File: src/rtl/cache_ctl_seq.sv
module cache_ctl_seq #(
  parameter int SETS  = 16,
  parameter int TAG_W = 8,
  localparam int IW = $clog2(SETS)
) (
  input  logic             clk,
  input  logic             rst_n,
  input  logic             cmd_wr,
  input  logic [2:0]       cmd,
  output logic [2:0]       status,
  input  logic             fill_en,
  input  logic [IW-1:0]    fill_idx,
  input  logic             fill_way,
  input  logic [TAG_W-1:0] fill_tag,
  input  logic             fill_lock,
  input  logic             lk_en,
  input  logic [IW-1:0]    lk_idx,
  input  logic [TAG_W-1:0] lk_tag,
  output logic             lk_hit,
  output logic             lk_way,
  input  logic [IW-1:0]    rd_idx,
  input  logic             rd_way,
  output logic             rd_valid,
  output logic             rd_lock,
  output logic [TAG_W-1:0] rd_tag,
  output logic             rd_lru
);
  localparam logic [2:0] C_ENABLE = 3'b001, C_DISABLE = 3'b010,
                         C_UNLOCK = 3'b101, C_INVAL   = 3'b110;

  logic [SETS-1:0]  vld [2];
  logic [SETS-1:0]  lck [2];
  logic [TAG_W-1:0] tag [2][SETS];
  logic [SETS-1:0]  lru;

  logic          en, busy, err, inval_mode;
  logic [IW-1:0] ptr;

  assign status = {err, busy, en};

  always_ff @(posedge clk or negedge rst_n) begin
    if (!rst_n) begin
      en <= 1'b0;
      busy <= 1'b0;
      err <= 1'b0;
      inval_mode <= 1'b0;
      ptr <= '0;
    end else if (busy) begin
      ptr <= ptr + 1'b1;
      if (ptr == IW'(SETS - 1)) busy <= 1'b0;
    end else if (cmd_wr) begin
      case (cmd)
        C_ENABLE:  en <= 1'b1;
        C_DISABLE: en <= 1'b0;
        C_UNLOCK:  begin busy <= 1'b1; inval_mode <= 1'b0; ptr <= '0; end
        C_INVAL:   begin busy <= 1'b1; inval_mode <= 1'b1; ptr <= '0; end
        default:   err <= 1'b1;
      endcase
    end
  end

  logic hit0, hit1, fill_ok;
  assign hit0    = en && !busy && vld[0][lk_idx] && tag[0][lk_idx] == lk_tag;
  assign hit1    = en && !busy && vld[1][lk_idx] && tag[1][lk_idx] == lk_tag;
  assign lk_hit  = hit0 | hit1;
  assign lk_way  = !hit0 && hit1;
  assign fill_ok = fill_en && !busy && !(vld[fill_way][fill_idx] && lck[fill_way][fill_idx]);

  always_ff @(posedge clk) begin
    if (rst_n) begin
      if (busy) begin
        for (int w = 0; w < 2; w++) begin
          if (inval_mode) vld[w][ptr] <= 1'b0;
          else            lck[w][ptr] <= 1'b0;
        end
        if (inval_mode) lru[ptr] <= 1'b0;
      end else if (fill_ok) begin
        vld[fill_way][fill_idx] <= 1'b1;
        lck[fill_way][fill_idx] <= fill_lock;
        tag[fill_way][fill_idx] <= fill_tag;
        lru[fill_idx] <= !fill_way;
      end else if (lk_en && lk_hit) begin
        lru[lk_idx] <= !lk_way;
      end
    end
  end

  assign rd_valid = vld[rd_way][rd_idx];
  assign rd_lock  = lck[rd_way][rd_idx];
  assign rd_tag   = tag[rd_way][rd_idx];
  assign rd_lru   = lru[rd_idx];
endmodule


File: config.mk
export PLATFORM = sky130hd
export DESIGN_NAME = cache_ctl_seq
export DESIGN_NICKNAME = d
export VERILOG_FILES = /design/src/rtl/cache_ctl_seq.sv
export SDC_FILE = /design/constraint.sdc
export NUM_CORES = 1
export LEC_CHECK = 0
export BUFFER_PORTS_ARGS = -buffer_cell sky130_fd_sc_hd__buf_2
export CORE_ASPECT_RATIO = 1.1
export CORE_UTILIZATION = 40
export DETAILED_ROUTE_END_ITERATION = 12
export PLACE_DENSITY = 0.65
export SKIP_CTS_REPAIR_TIMING = 1
export SLEW_MARGIN = 10
export SYNTH_ARGS = -nofsm -noshare
export SYNTH_HDL_FRONTEND = slang
export SYNTH_SLANG_ARGS = --single-unit
File: constraint.sdc
create_clock -name clk -period 3.35 [get_ports clk]
set_clock_uncertainty 0.05 [all_clocks]
set_input_delay 0.5025 -clock clk [delete_from_list [all_inputs] [get_ports clk]]
set_output_delay 0.5025 -clock clk [all_outputs]
set_load 0.01 [all_outputs]
## After elaboration in Yosys (flattened, before gate mapping)

Memories as Yosys holds them, arrays and structs flattened.
Index checks and enable logic that the tools add are counted.
Widths: inputs -> output; s select.

- Input bits: 39
- Register bits after elaboration: 24
- Word-level logic and storage cells: 135
- Memories: 3
- Bits in writable memories: 320

- Reduce and logical (&&, ||, !) cells: 33
- Bitwise operators: 8
- Muxes and demuxes: 65
- Order comparisons: 11
- Add/subtract/negate cells: 1
- Eq/ne operators: 8

Memory list:

| name | depth | bits a word | rd ports | clocked after memory_dff | wr ports | RTL line | RTL |
|---|---|---|---|---|---|---|---|
| tag | 2 | 128 | 3 | 0 | 1 | 33 | `logic [TAG_W-1:0] tag [2][SETS];` |
| lck | 2 | 16 | 2 | 0 | 2 | 32 | `logic [SETS-1:0] lck [2];` |
| vld | 2 | 16 | 4 | 0 | 2 | 31 | `logic [SETS-1:0] vld [2];` |

Operator list:

| operator | count |
|---|---|
| $mux 16 | 11 |
| $mux 128 | 1 |
| $bmux 8 s4 | 3 |
| $mux 8 | 7 |
| $bwmux 16 | 2 |
| $demux 8 s4 | 1 |
| $reduce_or 16->1 | 2 |
| $bmux 1 s4 | 7 |
| $mux 1 | 25 |
| $lt 4x5->1 const B | 4 |
| $and 16x16->16 | 1 |
| $eq 8x8->1 | 2 |
| $not 16->16 | 1 |
| $ge 5x5->1 const B | 3 |
| $not 4->5 | 3 |
| $logic_and 1x1->1 | 14 |
| $demux 1 s4 | 3 |
| $ge 4x1->1 const B | 3 |
| $mux 4 | 3 |
| $reduce_and 3->1 | 4 |
| $reduce_bool 2->1 | 4 |
| $eq 3x3->1 const B | 2 |
| $logic_not 1->1 | 5 |
| $lt 5x1->1 const B | 1 |
| 12 further kinds | 14 |

## Longest topological paths before layout

- Word-level depth: 13
- Depth in mapped cells: 15
- Gate-level depth less buffers: 9

## Worst setup path after synthesis

Ideal clock, no wire load.

- Kind: input to register
- Start: input fill_way
- End: memory tag[1][0] in the netlist's numbering (enable)
- Setup slack: -0.129 ns
- Buffers on the path: 4
- Stages: 12
- Data arrival time: 3.059 ns
- Cell sequence: buf_2 -> buf_2 -> mux4_2 -> mux2i_1 -> nand2_1 -> o211ai_1 -> nand4b_1 -> buf_2 -> nor3b_1 -> nand2_1 -> clkbuf_1 -> nor2_1

- Word-level cells in the longest chain between the ends: 10
- Elaborated cells between the ends (all ways): 13

Ends and longest elaborated chain:

| element | RTL line | RTL |
|---|---|---|
| start, declared | 13 | `input logic fill_way,` |
| $mem_v2 2x16, on equally long branches | - |  |
| $bmux 1 s4 | 67 | `assign fill_ok = fill_en && !busy && !(vld[fill_way][fill_idx] && lck[fill_way][fill_idx]);` |
| $mux 1 (implied by the code) | 67 |  |
| $logic_and 1x1->1 | 67 |  |
| $logic_not 1->1 | 67 |  |
| $logic_and 1x1->1 | 67 |  |
| $mux 1 | 77 | `end else if (fill_ok) begin` |
| $mux 1 | 71 | `if (busy) begin` |
| $mux 1 | 70 | `if (rst_n) begin` |
| $mux 128 (implied by the code) | 80 | `tag[fill_way][fill_idx] <= fill_tag;` |
| end, declared | 33 |  |

Several ways; a longest one is shown, not always the timed one. The select of a mux whose other input is x is not followed.

==> flow_metrics.env <==
export IMPL_syn_area_um2=18300
export IMPL_crit_top_cell="mux4_2"
export IMPL_grt_util_all_layers=0.248
export IMPL_area_growth_synth_to_final_pct=20.0
export IMPL_finalPower_mw=11.7
export IMPL_grt_max_degree=75
export IMPL_clock_path_buffers=3
export IMPL_hp_class="in2reg"
export IMPL_clock_sinks=344
export IMPL_wl_per_cell_um=27.6
export IMPL_min_period_over_period=1.07
export IMPL_finalMaxSlewViolations=0
export IMPL_pwr_density_cell_nw_per_um2=533
export IMPL_relSlewSlack=0.541
export IMPL_root_buffer="clkbuf_16"
export IMPL_maxCapViolations=0
export IMPL_synthMuxAreaShare=0.252
export IMPL_routed_wl_mm=56.7
export IMPL_worstPathArrival_ps=3050
export IMPL_vias=12800
export IMPL_place_ws_ps=-465
export IMPL_grt_overflow=0
export IMPL_rsz0062_at_grt="yes"
export IMPL_cp_required_ps=2800
export IMPL_fin_crit_ps=3600
export IMPL_synth_compound_area_frac=0.0751
export IMPL_synth_xor_area_frac=0.0114
export IMPL_drt_iter0_drc=1493
export IMPL_cts_tree="done"
export IMPL_hpwl_mm=40.0
export IMPL_grt_pass1_vias=12800
export IMPL_start_kind="flip-flop"
export IMPL_synth_ff_type="edfxtp_1"
export IMPL_multi_input_area_um2=7800
export IMPL_gr_usage_met2=0.400
export IMPL_ys_ff_latch=344
export IMPL_nFillCells=3812
export IMPL_yosys_area_share_simple=0.0833
export IMPL_rows=81
export IMPL_grt_antenna_before_repair=1
export IMPL_worst_slew_pin_slew_ps=688
export IMPL_antenna_left=0
export IMPL_cp_slowest_cell="o31ai_4"
export IMPL_synth_top_family_by_area="multiplexers"
export IMPL_total_leakage_power_nw=7.86
export IMPL_io_pins=55
export IMPL_synth_fp_nets=1325
export IMPL_slowest_delay_ps=490
export IMPL_synthCells=1282
export IMPL_drive_gt1_frac=0.322
export IMPL_async_flop_share=0.0233
export IMPL_dr_pass1_iters=6
export IMPL_worstPathCellList="mux4_2 -> mux4_2 -> xor2_1 -> nand2b_4 -> o31ai_4 -> buf_2"
export IMPL_crit_path_end_kind="output pin"
export IMPL_ys_warn_count=0
export IMPL_setup_tns_ps=-454
export IMPL_numCtsBuffers=39
export IMPL_crit_family="multiplexers"
export IMPL_synth_edf_count=304
export IMPL_critPathKind="reg2out"
export IMPL_numPortBuffers=54
export IMPL_drcViolationCount=0
export IMPL_dieArea_um2=46500
export IMPL_failed_checks="setup timing"
export IMPL_htreeDepth=2
export IMPL_vias_per_cell=6.25
export IMPL_worstPathMaxFanout=2
export IMPL_die_h_um=226
export IMPL_clock_latency_ps=570
export IMPL_die_width_um=206
export IMPL_worst_slack_ps=-251
export IMPL_core_um2=44800
export IMPL_hold_viol_final=0
export IMPL_setup_viol_count_final=2
export IMPL_grtUsageMet3=0.0463
export IMPL_synth_fa_ha_area_frac=0.00274
export IMPL_status="finished, violations left"
export IMPL_vdd_drop_max_mv=0.420
export IMPL_ys_seq_area_frac=0.546
export IMPL_yosysUniqueCellTypes=66
export IMPL_initial_core_util=0.408
export IMPL_use_met1=0.337
export IMPL_grt_pass1_wl_mm=83.0
export IMPL_syn_area_per_cell_um2=14.3
export IMPL_place_congestion=0.901
export IMPL_timing_fmax_mhz=278
export IMPL_grt_busiest_layer="met2"
export IMPL_regArea_um2=9970
export IMPL_critPathBufInv=1
export IMPL_nets=1486
export IMPL_clk_pin_slew_ps=60
[cell usage after synthesis (all sizes together), types with 5 or more instances]
| cell type | n | share of area |
|---|---|---|
| edfxtp | 304 | 0.50 |
| o21a | 7 | 0.0029 |
| and3 | 10 | 0.0034 |
| and2 | 5 | 0.0017 |
| nor4 | 5 | 0.0017 |
| mux2 | 20 | 0.012 |
| a21o | 30 | 0.012 |
| o211ai | 5 | 0.0023 |
| a41o | 5 | 0.0027 |
| nand3 | 50 | 0.014 |
| dfxtp | 32 | 0.035 |
| nand2b | 15 | 0.0051 |
| a221oi | 8 | 0.0038 |
| nor2 | 100 | 0.021 |
| mux4 | 154 | 0.19 |
| nor3 | 12 | 0.0036 |
| nor2b | 13 | 0.0045 |
| xor2 | 13 | 0.0062 |
| buf | 49 | 0.016 |
| dfrtp | 8 | 0.011 |
| a22o | 10 | 0.0048 |
| nand2 | 95 | 0.020 |
| a21oi | 38 | 0.011 |
| o21ai | 63 | 0.017 |
| a22oi | 19 | 0.0078 |
| xnor2 | 10 | 0.0052 |
| mux2i | 91 | 0.050 |
| clkbuf | 59 | 0.012 |
[path summary, 6_finish.rpt]
path / cells after the start / from / endpoint / slack, ps
max: 6 / tag[1][5]$_DFFE_PP_ / lk_hit / -250
min in group asynchronous: 2 / rst_n / en$_DFFE_PN0P_ / 330
max reg2reg: 9 / lck[1][5]$_SDFFCE_PN0P_ / tag[1][117]$_DFFE_PP_ / 240
min reg2reg: 1 / err$_DFFE_PN0P_ / err$_DFFE_PN0P_ / 420
min: 2 / cmd[0] / inval_mode$_DFFE_PN0P_ / 140
max in group asynchronous: 2 / rst_n / busy$_DFF_PN0_ / 2660
[metrics by stage]
stage          instances  hold slack (ps)   util  area, µm²
2_1_floorplan       1282              157      -      18300
3_3_place_gp        1981              342  0.459      20600
3_5_place_dp        1981              350  0.459      20600
4_1_cts             2050             -240  0.488      21900
5_1_grt             2052              132  0.489      21900
6_report            2053              143  0.489      21900
[routing by layer]
metal	wire length, µm	vias up
met5	0	-
met2	27000	759
met1	22000	6527
met4	1800	0
li1	-	5423
met3	5880	132
[cell type report]
| cell class | instances | share of cell area |
|---|---|---|
| sequential | 344 | 0.455 |
| clock buffer | 51 | 0.0489 |
| inverter | 4 | 0.000685 |
| antenna | 1 | 0.000114 |
| tap | 581 | 0.0332 |
| multi-input combinational | 826 | 0.356 |
| clock inverter | 18 | 0.00913 |
| timing repair buffer | 228 | 0.0969 |
[report_power, final]
part / switching (mW) / internal (mW) / leakage [nW]
registers: 0.201 / 4.92 / 3.11
logic: 1.31 / 0.980 / 4.13
clock network: 1.77 / 2.50 / 0.612
[layout by cell type, fill, tap and decap left out, drive strengths merged, types with 4 or more instances in the layout]
cell type,count
a21oi,38
o22ai,4
mux2i,91
nor2b,13
dfxtp,32
and2,5
dfrtp,8
xnor2,10
mux4,154
o21a,7
nor4,5
nand3,50
o211ai,5
clkinv,9
ha,4
inv,6
nor3,12
o21ai,63
clkbuf,51
a22o,10
buf,227
edfxtp,304
nor2,100
xor2,13
nand2,95
clkinvlp,4
or3,4
nand2b,15
mux2,20
a21o,30
and3,10
a221oi,8
a41o,5
a22oi,19
[cells by family (layout without fill, tap and decap cells)]
family	Yosys count	in the layout
other	0	1
AND/OR/NAND/NOR	326	326
flip-flops	344	344
adder cells (fa/ha/maj)	4	4
XOR/XNOR	23	23
buffers and inverters	112	301
AO/OA/AOI/OAI	208	208
multiplexers	265	265
[sequential cells by signal, summed over array words and instances (netlist names)]
name        count
busy            1
ptr             4
en              1
lru            16
vld            32
tag           256
err             1
lck            32
inval_mode      1
[worst register-to-register path, delay by kind of cell (launching register included)]
kind / cells / cell delay [ps]
flops: 1 / 390
simple gates: 4 / 1030
mux: 2 / 780
compound gates: 1 / 160
buf+inv: 2 / 410
Note: power is estimated with default switching activity, not from simulation.
